`src/rtl/tgc_pkg.sv`:
```
package tgc_pkg;

  typedef enum logic [1:0] {
    ACT_OFF    = 2'b00,
    ACT_LOW    = 2'b01,
    ACT_HIGH   = 2'b10,
    ACT_TOGGLE = 2'b11
  } cmp_act_e;

  typedef enum logic [1:0] {
    SRC_RISE = 2'b00,
    SRC_FALL = 2'b01,
    SRC_BOTH = 2'b10,
    SRC_NBR  = 2'b11
  } cap_src_e;

  typedef struct packed {
    logic     is_capture;
    logic     init_lvl;
    cmp_act_e act;
    cap_src_e src;
  } mode_dec_t;

  function automatic mode_dec_t decode_mode(input logic [3:0] f);
    mode_dec_t d;
    d.is_capture = f[3];
    d.init_lvl   = f[2];
    d.act        = cmp_act_e'(f[1:0]);
    if (f[2])      d.src = SRC_NBR;
    else if (f[1]) d.src = SRC_BOTH;
    else if (f[0]) d.src = SRC_FALL;
    else           d.src = SRC_RISE;
    return d;
  endfunction

endpackage

```
`src/rtl/tgc_decode.sv`:
```
module tgc_decode
  import tgc_pkg::*;
(
  input  logic [3:0] mode_q,
  input  logic       buf_mode,
  input  logic       nbr_fast_clk,
  output mode_dec_t  dec,
  output logic       cmp_en,
  output logic       cap_en,
  output logic       oe_en
);

  always_comb begin
    dec    = decode_mode(mode_q);
    cmp_en = !buf_mode && !dec.is_capture;
    oe_en  = cmp_en && (dec.act != ACT_OFF);
    cap_en = !buf_mode && dec.is_capture &&
             !((dec.src == SRC_NBR) && nbr_fast_clk);
  end

endmodule

```
`src/rtl/tgc_capture.sv`:
```
module tgc_capture
  import tgc_pkg::*;
#(
  parameter int SYNC_STAGES = 2
) (
  input  logic     clk,
  input  logic     rst_n,
  input  logic     pin_in,
  input  logic     nbr_cnt_evt,
  input  logic     cap_en,
  input  cap_src_e src,
  output logic     cap_evt
);

  localparam int HIST_W = SYNC_STAGES + 1;

  logic [HIST_W-1:0] hist_q;
  logic              cur_lvl, prev_lvl, rise, fall, raw_evt;

  always_ff @(posedge clk or negedge rst_n) begin
    if (!rst_n) hist_q <= '0;
    else        hist_q <= {hist_q[HIST_W-2:0], pin_in};
  end

  assign cur_lvl  = hist_q[SYNC_STAGES-1];
  assign prev_lvl = hist_q[SYNC_STAGES];
  assign rise     = cur_lvl && !prev_lvl;
  assign fall     = !cur_lvl && prev_lvl;

  always_comb begin
    unique case (src)
      SRC_RISE: raw_evt = rise;
      SRC_FALL: raw_evt = fall;
      SRC_BOTH: raw_evt = rise || fall;
      default:  raw_evt = nbr_cnt_evt;
    endcase
  end

  assign cap_evt = cap_en && raw_evt;

  AST_NO_EVT_DISABLED: assert property (@(posedge clk) disable iff (!rst_n)
    !cap_en |-> !cap_evt);

endmodule

```
`src/rtl/tgc_pin_ctrl.sv`:
```
module tgc_pin_ctrl
  import tgc_pkg::*;
(
  input  logic     clk,
  input  logic     rst_n,
  input  logic     ld_init,
  input  logic     init_lvl,
  input  logic     match,
  input  cmp_act_e act,
  input  logic     oe_en,
  output logic     pin_out,
  output logic     pin_oe
);

  logic pin_q;

  always_ff @(posedge clk or negedge rst_n) begin
    if (!rst_n) begin
      pin_q <= 1'b0;
    end else if (ld_init) begin
      pin_q <= init_lvl;
    end else if (match) begin
      unique case (act)
        ACT_LOW:    pin_q <= 1'b0;
        ACT_HIGH:   pin_q <= 1'b1;
        ACT_TOGGLE: pin_q <= !pin_q;
        default:    pin_q <= pin_q;
      endcase
    end
  end

  assign pin_out = pin_q;
  assign pin_oe  = oe_en;

  AST_PIN_HOLD: assert property (@(posedge clk) disable iff (!rst_n)
    (!ld_init && !match) |=> $stable(pin_q));

  AST_INIT_LOAD: assert property (@(posedge clk) disable iff (!rst_n)
    ld_init |=> (pin_q == $past(init_lvl)));

endmodule

```
`src/rtl/tgc_channel.sv`:
```
module tgc_channel
  import tgc_pkg::*;
#(
  parameter int CNT_W       = 16,
  parameter int SYNC_STAGES = 2
) (
  input  logic             clk,
  input  logic             rst_n,
  input  logic [CNT_W-1:0] cnt_val,
  input  logic             cnt_tick,
  input  logic             pin_in,
  input  logic             nbr_cnt_evt,
  input  logic             nbr_fast_clk,
  input  logic             buf_mode,
  input  logic             mode_wr,
  input  logic [3:0]       mode_wdata,
  input  logic             gr_wr,
  input  logic [CNT_W-1:0] gr_wdata,
  input  logic             evt_flag_clr,
  output logic [CNT_W-1:0] gr_value,
  output logic             pin_out,
  output logic             pin_oe,
  output logic             evt_flag
);

  logic [3:0]       mode_q;
  logic [CNT_W-1:0] gr_q;
  logic             flag_q;
  mode_dec_t        dec;
  logic             cmp_en, cap_en, oe_en, cap_evt, match, ld_init;

  always_ff @(posedge clk or negedge rst_n) begin
    if (!rst_n)       mode_q <= 4'b0000;
    else if (mode_wr) mode_q <= mode_wdata;
  end

  tgc_decode u_decode (
    .mode_q       (mode_q),
    .buf_mode     (buf_mode),
    .nbr_fast_clk (nbr_fast_clk),
    .dec          (dec),
    .cmp_en       (cmp_en),
    .cap_en       (cap_en),
    .oe_en        (oe_en)
  );

  tgc_capture #(.SYNC_STAGES(SYNC_STAGES)) u_capture (
    .clk         (clk),
    .rst_n       (rst_n),
    .pin_in      (pin_in),
    .nbr_cnt_evt (nbr_cnt_evt),
    .cap_en      (cap_en),
    .src         (dec.src),
    .cap_evt     (cap_evt)
  );

  assign match   = cmp_en && cnt_tick && (cnt_val == gr_q);
  assign ld_init = mode_wr && !mode_wdata[3];

  tgc_pin_ctrl u_pin (
    .clk      (clk),
    .rst_n    (rst_n),
    .ld_init  (ld_init),
    .init_lvl (mode_wdata[2]),
    .match    (match),
    .act      (dec.act),
    .oe_en    (oe_en),
    .pin_out  (pin_out),
    .pin_oe   (pin_oe)
  );

  always_ff @(posedge clk or negedge rst_n) begin
    if (!rst_n)       gr_q <= '0;
    else if (cap_evt) gr_q <= cnt_val;
    else if (gr_wr)   gr_q <= gr_wdata;
  end

  always_ff @(posedge clk or negedge rst_n) begin
    if (!rst_n)                flag_q <= 1'b0;
    else if (match || cap_evt) flag_q <= 1'b1;
    else if (evt_flag_clr)     flag_q <= 1'b0;
  end

  assign gr_value = gr_q;
  assign evt_flag = flag_q;

  AST_CAP_LOADS: assert property (@(posedge clk) disable iff (!rst_n)
    cap_evt |=> (gr_q == $past(cnt_val)));

  AST_FLAG_SET: assert property (@(posedge clk) disable iff (!rst_n)
    (match || cap_evt) |=> flag_q);

  AST_FAST_BLOCKS: assert property (@(posedge clk) disable iff (!rst_n)
    ((mode_q[3:2] == 2'b11) && nbr_fast_clk) |-> !cap_evt);

  AST_BUF_QUIET: assert property (@(posedge clk) disable iff (!rst_n)
    (buf_mode && !flag_q) |=> !flag_q);

  AST_OE_ROLE: assert property (@(posedge clk) disable iff (!rst_n)
    pin_oe |-> (!mode_q[3] && !buf_mode));

endmodule

```
`config.mk`:
```
export PLATFORM = sky130hd
export DESIGN_NAME = tgc_channel
export DESIGN_NICKNAME = d
export VERILOG_FILES = /design/src/rtl/tgc_pkg.sv /design/src/rtl/tgc_decode.sv /design/src/rtl/tgc_capture.sv /design/src/rtl/tgc_pin_ctrl.sv /design/src/rtl/tgc_channel.sv
export SDC_FILE = /design/constraint.sdc
export NUM_CORES = 1
export LEC_CHECK = 0
export BUFFER_PORTS_ARGS = -buffer_cell sky130_fd_sc_hd__buf_2
export CAP_MARGIN = 20
export CELL_PAD_IN_SITES_DETAIL_PLACEMENT = 1
export CELL_PAD_IN_SITES_GLOBAL_PLACEMENT = 1
export CORE_ASPECT_RATIO = 0.8
export CORE_UTILIZATION = 34
export CTS_CLUSTER_SIZE = 16
export DETAILED_ROUTE_END_ITERATION = 6
export PLACE_DENSITY = 0.78
export SYNTH_ARGS = -nofsm -noshare
export SYNTH_HDL_FRONTEND = slang
export SYNTH_SLANG_ARGS = --single-unit
```
`constraint.sdc`:
```
create_clock -name clk -period 2 [get_ports clk]
set_input_delay 0.4 -clock clk [delete_from_list [all_inputs] [get_ports clk]]
set_output_delay 0.4 -clock clk [all_outputs]
set_load 0.01 [all_outputs]
```
==> results_dict.tcl <==
set metrics [dict create \
    pre_cts_slack_ns 0.386 \
    cts_setup_buffers 0 \
    crit_required_ns 2.18 \
    drtIter0Drc 30 \
    setup_tns_ns 0 \
    post-synth-top-area-fraction_pct 45.9 \
    initial_core_utilization_pct 35.6 \
    worst_ep_arrival_time_ns 1.76 \
    synth.yosys.warnings 0 \
    critPathCaptureType "flip-flop" \
    register_to_register_setup_slack_ns 0.42 \
    final.min_clock_period_ns 1.58 \
    max_freq_mhz 631 \
    layout_cell_share_with_drive_strength_beyond_1_pct 39.4 \
    clkSlewWorstSetupHoldPaths_ns 0.08 \
    drv.max_cap_violation_count 0 \
    max_slew_margin_pct 62.3 \
    dieWidth_um 72.8 \
    clk_path_buf_depth 2 \
    cells_after_dpl 244 \
    place.detailed.hpwl_um 2760 \
    cts_num_sinks 25 \
    synth-seq-cells 25 \
    synth_area_sq_um 1360 \
    final_setup_violating_endpoints 0 \
    holdBufCountCts 0 \
    cts-buffers-inserted 3 \
    placeableCoreArea_sq_um 3830 \
    synth_top_cells_by_count "dfrtp_1, mux2i_1, nand2_1, o21ai_0, xnor2_1" \
    synth_seq_area_share_pct 45.9 \
    io_buffers 64 \
    hold_viol_final 0 \
    worst_r2r_path_depth 6 \
    outcome "completed" \
    multiInputGateArea_sq_um 679 \
    cp_slowest_stage_delay_ns 0.40 \
    post-route-period-util_pct 79.2 \
    flow.area_growth_from_synthesis_pct 29.7 \
    cts_tree "yes" \
    report.final.slew_viol_count 0 \
    drc_errors 0 \
    grt_setup_unrepaired "no" \
    placement.cell_area_sq_um 1720 \
    ctsHtreeMaxLevel 1 \
    synth_enable_flop_cells 0 \
    detail_route.wirelength_um 3420 \
    setup.worst_path.class "reg -> reg" \
    cts-resized-gates 0 \
    gp_weighted_congestion 0.745 \
    numnets_final 242 \
    r2r-start "u_capture.hist_q[1]" \
    drtAntennaViolNets 0 \
    synth_area_leaders "dfrtp_1, mux2i_1, xnor2_1, o21ai_0, nand2_1" \
    synth_top_area_cell "dfrtp_1" \
    transition_time_at_the_pin_with_the_least_slew_margin_ns 0.565 \
    crit_fanout 20 \
    avgRoutedWirePerCell_um 13.8 \
    stdcell_count 248 \
    synth-async-reset-ratio_pct 100 \
    finish.instance_area_sq_um 1770 \
    timing.critical_path.from_type "flip-flop" \
    synth_fp_nets 176 \
    track_usage_pct 18.5 \
    postLayoutSetupSlackWorst_ns 0.416 \
    ys_dominant_reg_cell "dfrtp_1" \
    cellLeakagePower_nw 0.848 \
    min-delay-path-class "in -> async" \
    post_drt_via_cell_ratio 4.65 \
    syn_avg_cell_area_sq_um 10.7 \
    yosys.cell_count.top_type "dfrtp_1" \
    drt_pass_1_iters 4 \
    via_count 1154 \
    grt_first_pass_wirelength_um 5930 \
    global_route.overflow_total 0 \
    ir_drop_mv 0.344 \
    cellPowerDensity_nw_per_um2 724 \
    maximum_number_of_pins_on_one_net_before_global_route_repair 26 \
    worst_path_max_delay_cell "dfrtp_1" \
    num-fill-cells 475 \
    final_core_utilization_pct 46.2 \
    via_count_of_the_first_global_routing_pass 1259 \
    antenna_cells_inserted 0 \
    area.sequential_sq_um 626 \
    clock_skew_ns 0.00174 \
    die_h_um 58.6 \
    pin_count 65 \
    grt_antenna_before_repair 0 \
    netlist_instances 128 \
    floorplan.rows 20 \
    synth.distinct_cells 24 \
    root_buffer "clkbuf_8" \
    dieArea_sq_um 4270 \
    worstPathCellList "ha_1, mux2_4, o21ai_2, a21oi_4, buf_4, o21ai_0" \
    clkLatencyLatePin_ns 0.27 \
    reg2reg_to "gr_value[8]" \
]
[critical path: cells and delay by family, from the launching register on]
kind | cells | cell delay [ns]
AOI/OAI and AO/OA | 3 | 0.43
adders and majority gates | 1 | 0.20
buffers and inverters | 1 | 0.20
DFF | 1 | 0.40
muxes | 1 | 0.27
[how the worst max path moves through the flow]
stage,start,to,slack (ns),cells after the start
2_1_floorplan,u_capture.hist_q[1],gr_value[3],0.56,7
3_3_place_gp,cnt_val[2],u_pin.pin_out,0.41,6
3_5_place_dp,u_capture.hist_q[1],gr_value[8],0.39,6
4_1_cts,u_capture.hist_q[1],gr_value[8],0.40,6
5_1_grt,u_capture.hist_q[1],gr_value[5],0.30,8
6_report,u_capture.hist_q[1],gr_value[8],0.42,6
[cell usage in the layout, fill, tap and decap left out, types with 3 or more instances in the layout]
cell | synthesis | routed
mux2i_1 | 19 | 19
mux2_2 | 3 | 3
xor2_1 | 3 | 3
buf_2 | 2 | 64
clkbuf_8 | 0 | 3
nand4_1 | 3 | 3
o21ai_1 | 5 | 5
inv_1 | 4 | 4
nand2_1 | 17 | 17
o21ai_0 | 14 | 14
dfrtp_1 | 25 | 25
xnor2_1 | 13 | 13
[cell families (layout without fill, tap and decap cells)]
| kind of cell | Yosys count | count (layout) | synth area share (%) |
|---|---|---|---|
| simple gates | 30 | 30 | 10.6 |
| flops | 25 | 25 | 45.9 |
| compound gates | 23 | 23 | 9.54 |
| mux | 23 | 23 | 17.5 |
| xor+xnor | 16 | 16 | 10.3 |
| buf+inv | 9 | 74 | 4.31 |
| fa+ha+maj | 2 | 2 | 1.83 |
[metrics by stage]
step / power [mW] / hold WS [ns]
after CTS: 1.30 / 0.134
after global placement: 0.983 / 0.336
final: 1.28 / 0.118
after floorplan: 0.838 / 0.104
after global routing: 1.38 / 0.153
after detailed placement: 0.998 / 0.348
[where the power goes]
group	switching [mW]	internal [mW]	leakage (nW)	total, mW
logic	0.169	0.174	0.529	0.343
clock network	0.155	0.142	0.0228	0.298
registers	0.0667	0.574	0.297	0.640
total	0.391	0.890	0.848	1.28
[routing by layer]
| layer | track usage, % | vias to the layer above | routed length (um) |
|---|---|---|---|
| li1 | - | 568 | - |
| met1 | 24.9 | 542 | 1620 |
| met2 | 30.0 | 42 | 1580 |
| met3 | 5.14 | 2 | 211 |
| met4 | 3.64 | 0 | 14 |
| met5 | 0 | - | 0 |
[registers in the layout, indices dropped and copies added, names as in the netlist]
signal,cells
gr_value,16
u_pin.pin_out,1
evt_flag,1
u_capture.hist_q,3
mode_q,4
[area by class of cell]
type                            count  area share (%)
Inverter                            4           0.849
Multi-Input combinational cell     94            38.4
Timing Repair Buffer               66            19.0
Tap cell                           55            3.89
Clock buffer                        4            2.55
Sequential cell                    25            35.4
(Power assumes the default switching activity.)
